===== src/rtl/ipd_pwm_pkg.sv =====
package ipd_pwm_pkg;
  localparam int NUM_CARR    = 6;
  localparam int NUM_BRIDGE  = NUM_CARR / 2;
  localparam int GATES_PER_B = 4;
  localparam int NUM_GATES   = NUM_BRIDGE * GATES_PER_B;

  // gate slot within one bridge
  typedef enum int {
    SLOT_A_HI = 0,
    SLOT_A_LO = 1,
    SLOT_B_HI = 2,
    SLOT_B_LO = 3
  } gate_slot_e;

  function automatic int cmp_width(input int half_w, input int ref_w);
    int w;
    w = (ref_w > half_w + 3) ? ref_w : half_w + 3;
    return w + 1;
  endfunction
endpackage


===== src/rtl/ipd_pwm_phase.sv =====
module ipd_pwm_phase #(
  parameter int HALF_W = 10
) (
  input  logic              clk_i,
  input  logic              rst_ni,
  input  logic [HALF_W-1:0] period_i,
  output logic [HALF_W:0]   half_o,
  output logic [HALF_W:0]   tri_o
);
  localparam int CNT_W = HALF_W + 1;

  logic [CNT_W-1:0] cnt_q, cnt_d;
  logic [CNT_W-1:0] half, full;
  logic             wrap;

  assign half = (period_i == '0) ? CNT_W'(1) : CNT_W'(period_i);
  assign full = half << 1;
  assign wrap = (cnt_q >= full - CNT_W'(1));
  assign cnt_d = wrap ? '0 : cnt_q + CNT_W'(1);

  always_ff @(posedge clk_i or negedge rst_ni) begin
    if (!rst_ni) cnt_q <= '0;
    else         cnt_q <= cnt_d;
  end

  always_comb begin
    if (cnt_q <= half)     tri_o = cnt_q;
    else if (cnt_q < full) tri_o = full - cnt_q;
    else                   tri_o = '0;
  end

  assign half_o = half;

  AST_CNT_STEP: assert property (@(posedge clk_i) disable iff (!rst_ni)
    (cnt_q != '0) |-> (cnt_q == $past(cnt_q) + CNT_W'(1)));
  AST_TRI_PEAK: assert property (@(posedge clk_i) disable iff (!rst_ni)
    tri_o <= half_o);
  AST_WRAP_ZERO: assert property (@(posedge clk_i) disable iff (!rst_ni)
    (cnt_q >= full - CNT_W'(1)) |=> (cnt_q == '0));
  AST_HALF_NZ: assert property (@(posedge clk_i) disable iff (!rst_ni)
    half_o != '0);
endmodule


===== src/rtl/ipd_pwm_carriers.sv =====
module ipd_pwm_carriers
  import ipd_pwm_pkg::*;
#(
  parameter int HALF_W = 10,
  parameter int REF_W  = 14
) (
  input  logic                    clk_i,
  input  logic                    rst_ni,
  input  logic [HALF_W:0]         half_i,
  input  logic [HALF_W:0]         tri_i,
  input  logic signed [REF_W-1:0] ref_i,
  output logic [NUM_CARR-1:0]     cmp_o
);
  localparam int CMP_W = cmp_width(HALF_W, REF_W);

  logic signed [CMP_W-1:0] h_s, t_s, r_s;

  assign h_s = signed'(CMP_W'(half_i));
  assign t_s = signed'(CMP_W'(tri_i));
  assign r_s = CMP_W'(ref_i);

  for (genvar k = 0; k < NUM_CARR; k++) begin : g_band
    localparam int OFS = k - NUM_CARR / 2;
    logic signed [CMP_W-1:0] car;
    assign car      = signed'(CMP_W'(OFS)) * h_s + t_s;
    assign cmp_o[k] = (r_s >= car);

    if (k > 0) begin : g_mono
      AST_CMP_MONO: assert property (@(posedge clk_i) disable iff (!rst_ni)
        cmp_o[k] |-> cmp_o[k-1]);
    end
  end
endmodule


===== src/rtl/ipd_pwm_gates.sv =====
module ipd_pwm_gates
  import ipd_pwm_pkg::*;
(
  input  logic                 clk_i,
  input  logic                 rst_ni,
  input  logic [NUM_CARR-1:0]  cmp_i,
  output logic [NUM_GATES-1:0] gate_o
);
  localparam int MID = NUM_CARR / 2;

  logic [NUM_GATES-1:0] gate_d, gate_q;

  for (genvar b = 0; b < NUM_BRIDGE; b++) begin : g_bridge
    logic pos_c, neg_c;
    assign pos_c = cmp_i[MID + b];
    assign neg_c = cmp_i[MID - 1 - b];

    assign gate_d[GATES_PER_B*b + SLOT_A_HI] = pos_c;
    assign gate_d[GATES_PER_B*b + SLOT_A_LO] = ~pos_c;
    assign gate_d[GATES_PER_B*b + SLOT_B_HI] = ~neg_c;
    assign gate_d[GATES_PER_B*b + SLOT_B_LO] = neg_c;

    AST_LEG_COMPL: assert property (@(posedge clk_i) disable iff (!rst_ni)
      $past(rst_ni) |-> (gate_q[GATES_PER_B*b + SLOT_A_HI] != gate_q[GATES_PER_B*b + SLOT_A_LO])
                     && (gate_q[GATES_PER_B*b + SLOT_B_HI] != gate_q[GATES_PER_B*b + SLOT_B_LO]));
    AST_NO_BIPOLAR: assert property (@(posedge clk_i) disable iff (!rst_ni)
      !(gate_q[GATES_PER_B*b + SLOT_A_HI] && gate_q[GATES_PER_B*b + SLOT_B_HI]));
  end

  always_ff @(posedge clk_i or negedge rst_ni) begin
    if (!rst_ni) gate_q <= '0;
    else         gate_q <= gate_d;
  end

  always @(posedge clk_i) begin
    if (!rst_ni) begin
      AST_RST_LOW: assert (gate_q == '0);
    end
  end

  AST_GATE_LAT: assert property (@(posedge clk_i) disable iff (!rst_ni)
    $past(rst_ni) |-> (gate_q[GATES_PER_B*0 + SLOT_A_HI] == $past(cmp_i[MID])));

  assign gate_o = gate_q;
endmodule


===== src/rtl/ipd_pwm_gen.sv =====
module ipd_pwm_gen
  import ipd_pwm_pkg::*;
#(
  parameter int HALF_W = 10,
  parameter int REF_W  = 14
) (
  input  logic                    clk_i,
  input  logic                    rst_ni,
  input  logic [HALF_W-1:0]       period_i,
  input  logic signed [REF_W-1:0] ref_i,
  output logic [NUM_GATES-1:0]    gate_o
);
  logic [HALF_W:0]       half, tri_v;
  logic [NUM_CARR-1:0]   cmp;

  ipd_pwm_phase #(.HALF_W(HALF_W)) u_phase (
    .clk_i    (clk_i),
    .rst_ni   (rst_ni),
    .period_i (period_i),
    .half_o   (half),
    .tri_o    (tri_v)
  );

  ipd_pwm_carriers #(.HALF_W(HALF_W), .REF_W(REF_W)) u_carr (
    .clk_i  (clk_i),
    .rst_ni (rst_ni),
    .half_i (half),
    .tri_i  (tri_v),
    .ref_i  (ref_i),
    .cmp_o  (cmp)
  );

  ipd_pwm_gates u_gates (
    .clk_i  (clk_i),
    .rst_ni (rst_ni),
    .cmp_i  (cmp),
    .gate_o (gate_o)
  );
endmodule


===== config.mk =====
export PLATFORM = sky130hd
export DESIGN_NAME = ipd_pwm_gen
export DESIGN_NICKNAME = d
export VERILOG_FILES = /design/src/rtl/ipd_pwm_pkg.sv /design/src/rtl/ipd_pwm_phase.sv /design/src/rtl/ipd_pwm_carriers.sv /design/src/rtl/ipd_pwm_gates.sv /design/src/rtl/ipd_pwm_gen.sv
export SDC_FILE = /design/constraint.sdc
export NUM_CORES = 1
export LEC_CHECK = 0
export ABC_CLOCK_PERIOD_IN_PS = 12800
export BUFFER_PORTS_ARGS = -buffer_cell sky130_fd_sc_hd__buf_2
export CORE_AREA = 2 2 124 126
export CTS_CLUSTER_SIZE = 24
export DETAILED_ROUTE_END_ITERATION = 10
export DIE_AREA = 0 0 126 128
export GPL_TIMING_DRIVEN = 0
export SLEW_MARGIN = 20
export SYNTH_ARGS = -nofsm -noshare
export SYNTH_HDL_FRONTEND = slang
export SYNTH_SLANG_ARGS = --single-unit

===== constraint.sdc =====
create_clock -name clk_i -period 12.8 [get_ports clk_i]
set_clock_uncertainty 0.15 [all_clocks]
set_input_delay 1.92 -clock clk_i [delete_from_list [all_inputs] [get_ports clk_i]]
set_output_delay 1.92 -clock clk_i [all_outputs]
set_load 0.03 [all_outputs]

==> out/summary.txt, run 1 <==
Crit Path Max Fanout - 10
clk sink count - 23
FF-to-FF setup slack - 6.16 ns
pwr/cell area - 184.6 nW/um2
Synth Area in Compound Gates - 0.2361
IO Pins - 38
total track usage - 0.2175
net count after synthesis - 1001
die height - 128 um
main combinational cell family by area after synthesis - adder cells
status - complete, no violations
clock root buffer - clkbuf_16
HP Class - register to register
Synth Area in Simple Gates - 0.1451
H-tree Lvls - 1
Post-synth EDFFs - 0
area growth from synthesis to layout - 7.620%
initial core utilization - 0.4364
Synth Warn # - 0
max_cap viols - 0
Mapped Avg Cell Area - 8.221 um2
switching power - 0.0006726 W
Tmin final - 9.134 ns
routed vias/inst - 5.544
CTS tree - yes
first-pass GRT wire length - 27.88 mm
vias in the first global route - 5470
num rows - 45
# setup viols final - 0
Die W - 126 um
Synth area leader - ha_1
# diodes - 0
postcts setup bufs - 0
grt ovf - 0
Final Hold Fails - 0
count of unique library cells instantiated by Yosys - 64
Vias - 5638
critical path class - input port to register
Switching Share - 0.5221
mux share of post-synthesis cell area - 0.006559
post-route ant nets - 0
CTS clk-pin slew, worst paths - 0.06 ns
Post-Synth Adder-Cell Area - 0.3657
Gate power share - 0.855
share of cells above drive strength 1 - 0.06634
post-synthesis register bit count - 23
Yosys top cell area share - 0.3472
Req. time, crit path - 12.80 ns
Post-DP HPWL - 14.84 mm
Internal - 0.0006157 W
Worst-Margin Slew - 0.8683 ns
Mapped Cells - 789
Fmax - 109.5 MHz
RSZ-0062 raised after global routing - false
WHS - 0.4354 ns
cell leakage power - 3.530 nW
Clock Power Share - 0.055
final wirelength - 17.42 mm
VDD IR max - 91.32 uV
Num CTS Buffers - 3
die footprint - 16130 um2
post-cts resize count - 0
total power - 0.001288 W
critical path arrival - 9.13 ns
sequential power share - 0.090
synth top area cells - ha_1 35%, dfrtp_1 8.9%, xnor2_1 7.4%
initial antenna violation count - 0
first-pass iteration count of the detailed router - 5
largest net degree at the start of global routing - 24
period utilisation layout - 0.7136
DRT iter0 DRCs - 266
register area share after synthesis - 0.08873
I/O Buffers - 36
Cell Area, Synth - 6486 um2
Final Util - 0.4696
CTS max path bufs - 2
routability cong. - 0.8963
critical path endpoint category - register
setup TNS - 0 ns
drt wl/cell - 17.12 um
CP Launch Type - input port
ys flop type - dfrtp_1
Fill cells - 1511
number of hold buffers added after CTS - 0
asr flop ratio synth - 1.000
DR DRC count - 0
nets@finish - 1042
Core ar. - 14860 um2
Post-Synth XOR/XNOR Area - 0.1053
clk_lat worst skew - 0.27 ns
Slew Limit Fails - 0
max_slew headroom - 0.4158
==> power groups by stage <==
stage | combinational [W] | sequential [W] | clock (W)
final | 0.00110 | 0.000116 | 0.0000703
after global routing | 0.00125 | 0.000120 | 0.0000754
after CTS | 0.00110 | 0.000116 | 0.0000732
after detailed placement | 0.00110 | 0.000117 | 0
after global placement | 0.00108 | 0.000117 | 0
after floorplan | 0.000837 | 0.000129 | 0
==> cells in the mapped netlist, types with 7 or more instances <==
cell type and n:
a21o_1 29, ha_1 180, inv_1 66, nand3_1 16, or3_1 7, o21a_1 12
xor2_1 23, dfrtp_1 23, a21oi_1 70, nand2b_1 18, xnor2_1 55, clkbuf_1 19
a22o_1 10, nand4_1 13, nor2b_1 13, nor2_1 40, nand2_1 34, nor3_1 12
o21ai_0 33, o21bai_1 8
==> stage by stage <==
stage	setup WS (ns)	area, um2	instances
finish	3.666	6980	1017
global route	3.096	6980	1017
CTS	3.652	6980	1017
detailed placement	3.395	6902	1013
global placement	3.417	6902	1013
floorplan	5.353	6486	789
==> per-layer routing <==
layer | vias to the layer above | global-route usage | routed length [um]
li1 | 2967 | - | -
met1 | 2589 | 0.2845 | 8181
met5 | - | 0 | 0
met3 | 10 | 0.01878 | 625
met4 | 0 | 0.02650 | 153
met2 | 72 | 0.4007 | 8456
==> critical path: stages <==
cell and delay (ns):
buf_2 0.10, inv_1 0.27, nand2_1 0.18, nor4_1 0.69, a21o_1 0.45, ha_1 0.33
nand4_1 0.10, nor4_1 0.07, or2_2 0.30, buf_2 0.19, o21ai_0 0.51, inv_1 0.14
ha_1 0.23, fa_1 0.47, a21o_1 0.19, a21oi_1 0.30, o21a_1 0.23, o21ai_1 0.10
o21a_1 0.18, a2111oi_0 0.36, nor2_1 0.12, ha_1 0.46, nand3_1 0.14, nor3_1 0.46
o21a_1 0.19, a21oi_1 0.11, mux2_2 0.30
==> sequential cells by signal, summed over array words and instances, names as in the netlist <==
name            flops
u_gates.gate_o     12
u_phase.cnt_q      11
==> area by class of cell <==
class	instances	area, um2	area share
buffer	22	92.59	0.01326
clock buffer	4	78.83	0.01129
inverter	66	247.7	0.03549
multi-input combinational	678	5570	0.7980
sequential	23	575.6	0.08245
tap	188	235.2	0.03370
timing repair buffer	36	180.2	0.02581
==> final timing paths <==
kind | start | to | depth (start not counted)
hold reg to reg | u_phase.cnt_q[0]$_DFF_PN0_ | u_phase.cnt_q[0]$_DFF_PN0_ | 1
max in group asynchronous | rst_ni | u_gates.gate_o[1]$_DFF_PN0_ | 1
setup / recovery | period_i[6] | u_gates.gate_o[11]$_DFF_PN0_ | 27
min in group asynchronous | rst_ni | u_phase.cnt_q[3]$_DFF_PN0_ | 1
setup reg to reg | u_phase.cnt_q[2]$_DFF_PN0_ | u_gates.gate_o[11]$_DFF_PN0_ | 23
hold / removal | u_phase.cnt_q[0]$_DFF_PN0_ | u_phase.cnt_q[0]$_DFF_PN0_ | 1
==> cells in the final DEF, fill, tap and decap left out, drive strengths merged, types with 4 or more instances in the layout <==
cell    netlist  final
and2          5      5
nand2b       18     18
a21oi        70     70
nor2         40     40
o21bai        8      8
o31ai         6      6
nand2        34     34
fa            6      6
o31a          4      4
and3          5      5
a22o         10     10
clkbuf       19     23
o21a         12     12
or2           4      4
nor2b        13     13
inv          66     66
a221o         4      4
a21boi        5      5
buf           3     39
nor4          6      6
or3           7      7
a31oi         4      4
xnor2        55     55
a21o         29     29
o41ai         4      4
ha          180    180
o21ai        38     38
nand4        13     13
nand3        16     16
a211oi        5      5
and4          4      4
dfrtp        23     23
a211o         6      6
xor2         23     23
nor3         12     12
==> cells by family after synthesis <==
kind of cell             Yosys count
multiplexers                       4
XOR/XNOR                          78
AO/OA/AOI/OAI                    228
buffers and inverters             88
flip-flops                        23
adder cells (fa/ha/maj)          186
AND/OR/NAND/NOR                  182
Note: power is estimated with default switching activity, not from simulation.
==> run 2: changes to the inputs <==
ABC_CLOCK_PERIOD_IN_PS = 8189   (was 12800)
clock period = 8.19 ns   (was 12.8 ns; I/O delays follow)
==> run 2 against run 1 <==
Effect of this change:
- wire length hardly changed
- sequential share of layout area hardly changed
- final cell count hardly changed
- critical path type unchanged
==> out/summary.txt, run 2 (synthesis results as in run 1) <==
status - complete, no violations
Slew Limit Fails - 0 (unchanged)
Post-Layout Cell Count - 1018 (+0.098%)
Crit Path Max Fanout - 10 (unchanged)
Internal - 0.0009641 W (+57%)
H-tree Lvls - 1 (unchanged)
Gate power share - 0.855 (about the same)
VDD IR max - 143.5 uV (+57%)
sequential power share - 0.090 (about the same)
final wirelength - 17.41 mm (about the same)
die height - 128 um (unchanged)
crit path launch - period_i[4]
num rows - 45 (unchanged)
clock root buffer - clkbuf_16
Die W - 126 um (unchanged)
FF-to-FF setup slack - 1.74 ns (-4.42 ns)
IO Pins - 38 (unchanged)
number of hold buffers added after CTS - 0 (unchanged)
max_slew headroom - 0.5921 (+0.1763)
clk sink count - 23 (unchanged)
CTS clk-pin slew, worst paths - 0.06 ns (about the same)
WHS - 0.4403 ns (+0.004852 ns)
routed vias/inst - 5.524 (-0.36%)
drt wl/cell - 17.10 um (-0.16%)
initial antenna violation count - 0 (unchanged)
Hold Startpoint - u_phase.cnt_q[0]$_DFF_PN0_
period utilisation layout - 0.9428
Fmax - 129.5 MHz
most frequent CP cell - ha_1
Vias - 5623 (-0.27%)
Clock Power Share - 0.055 (about the same)
max_cap viols - 0 (unchanged)
area growth from synthesis to layout - 8.237%
# setup viols final - 0 (unchanged)
Req. time, crit path - 8.19 ns (-4.61 ns)
share of cells above drive strength 1 - 0.07470 (+0.008354)
max incr delay on CP - 0.45 ns (-0.24 ns)
Worst-Margin Slew - 0.6119 ns (-0.2564 ns)
HP Class - register to register
vias in the first global route - 5488 (+0.33%)
Final Hold Fails - 0 (unchanged)
die footprint - 16130 um2 (unchanged)
switching power - 0.001049 W (+56%)
Switching Share - 0.5211 (-0.0009594)
DR DRC count - 0 (unchanged)
CTS tree - yes
DP Cell Count - 1013 (unchanged)
first-pass GRT wire length - 27.91 mm (+0.10%)
reg2reg start - u_phase.cnt_q[2]$_DFF_PN0_
Tmin final - 7.721 ns
clk_lat worst skew - 0.27 ns (about the same)
cell leakage power - 3.533 nW (about the same)
post-route ant nets - 0 (unchanged)
Post-DP HPWL - 14.84 mm (unchanged)
pwr/cell area - 286.8 nW/um2 (+55%)
first-pass iteration count of the detailed router - 4 (-1)
critical path arrival - 7.72 ns (-1.41 ns)
routability cong. - 0.8963 (unchanged)
flip-flop count of the largest register after layout - 12 (unchanged)
Num CTS Buffers - 3 (unchanged)
Core ar. - 14860 um2 (unchanged)
largest net degree at the start of global routing - 24 (unchanged)
grt ovf - 0 (unchanged)
critical path class - input port to register
Fill cells - 1505 (-0.40%)
total track usage - 0.2177 (about the same)
DRT iter0 DRCs - 313 (+18%)
# diodes - 0 (unchanged)
nets@finish - 1043 (+0.096%)
CTS max path bufs - 2 (unchanged)
CP Launch Type - input port
RSZ-0062 raised after global routing - false
slowest CP cell - ha_1
commonest non-fill, non-tap cell in the layout - ha_1
most frequent cells in the layout - 180 x ha_1, 69 x a21oi_1, 65 x inv_1
critical path endpoint category - register
initial core utilization - 0.4364 (unchanged)
I/O Buffers - 36 (unchanged)
[run 2: path summary, 6_finish.rpt]
check | endpoint | cells after the start
min reg2reg | u_phase.cnt_q[0]$_DFF_PN0_ | 1
max | u_gates.gate_o[11]$_DFF_PN0_ | 29
max reg2reg | u_gates.gate_o[11]$_DFF_PN0_ | 23
min in group asynchronous | u_gates.gate_o[10]$_DFF_PN0_ | 1
max in group asynchronous | u_phase.cnt_q[10]$_DFF_PN0_ | 1
min | u_phase.cnt_q[0]$_DFF_PN0_ | 1
[run 2: through the flow]
| stage | util | worst slack (ns) | area (um2) | power [W] | TNS, ns |
|---|---|---|---|---|---|
| after CTS | 0.4701 | 0.1175 | 6988 | 0.002018 | 0 |
| after detailed placement | 0.4643 | -0.5232 | 6902 | 0.001896 | -2.058 |
| final | 0.4723 | 0.4688 | 7020 | 0.002013 | 0 |
| after global routing | 0.4723 | 0.03426 | 7020 | 0.002269 | 0 |
| after global placement | 0.4643 | -0.5018 | 6902 | 0.001879 | -1.926 |
| after floorplan | - | 1.434 | 6486 | 0.001509 | 0 |
[run 2: cell type report]
class | instances | area, um2 | share of cell area
plain buffers | 22 | 92.59 | 0.01319
clock buffers | 4 | 78.83 | 0.01123
inverters | 66 | 251.5 | 0.03582
multi-input cells | 678 | 5599 | 0.7975
flip-flops and latches | 23 | 575.6 | 0.08198
well taps | 188 | 235.2 | 0.03351
repair buffers | 37 | 187.7 | 0.02673
[run 2: power groups by stage]
stage | Sequential [W] | Clock, W | Combinational, W
4_1_cts | 0.000182 | 0.000114 | 0.00172
2_1_floorplan | 0.000202 | 0 | 0.00131
3_3_place_gp | 0.000184 | 0 | 0.00170
6_report | 0.000182 | 0.000110 | 0.00172
3_5_place_dp | 0.000183 | 0 | 0.00171
5_1_grt | 0.000187 | 0.000118 | 0.00196
[run 2: repair_timing]
action	in CTS	in global routing
setup endpoints to repair	4	5
setup buffers	0	1
hold endpoints to repair	0	0
pin swaps	0	1
gates resized for setup	2	7
[run 2: layer usage]
metal | share of wire | global-route usage
met3 | 0.033 | 0.02129
met2 | 0.49 | 0.4007
met4 | 0.0082 | 0.02715
met1 | 0.47 | 0.2833
met5 | 0 | 0
[run 2: worst max-delay path: cells and delay by family]
kind | cells | cell delay (ns)
buffers and inverters | 3 | 0.59
adder cells (fa/ha/maj) | 4 | 1.28
AO/OA/AOI/OAI | 12 | 2.56
AND/OR/NAND/NOR | 9 | 1.72
multiplexers | 1 | 0.30
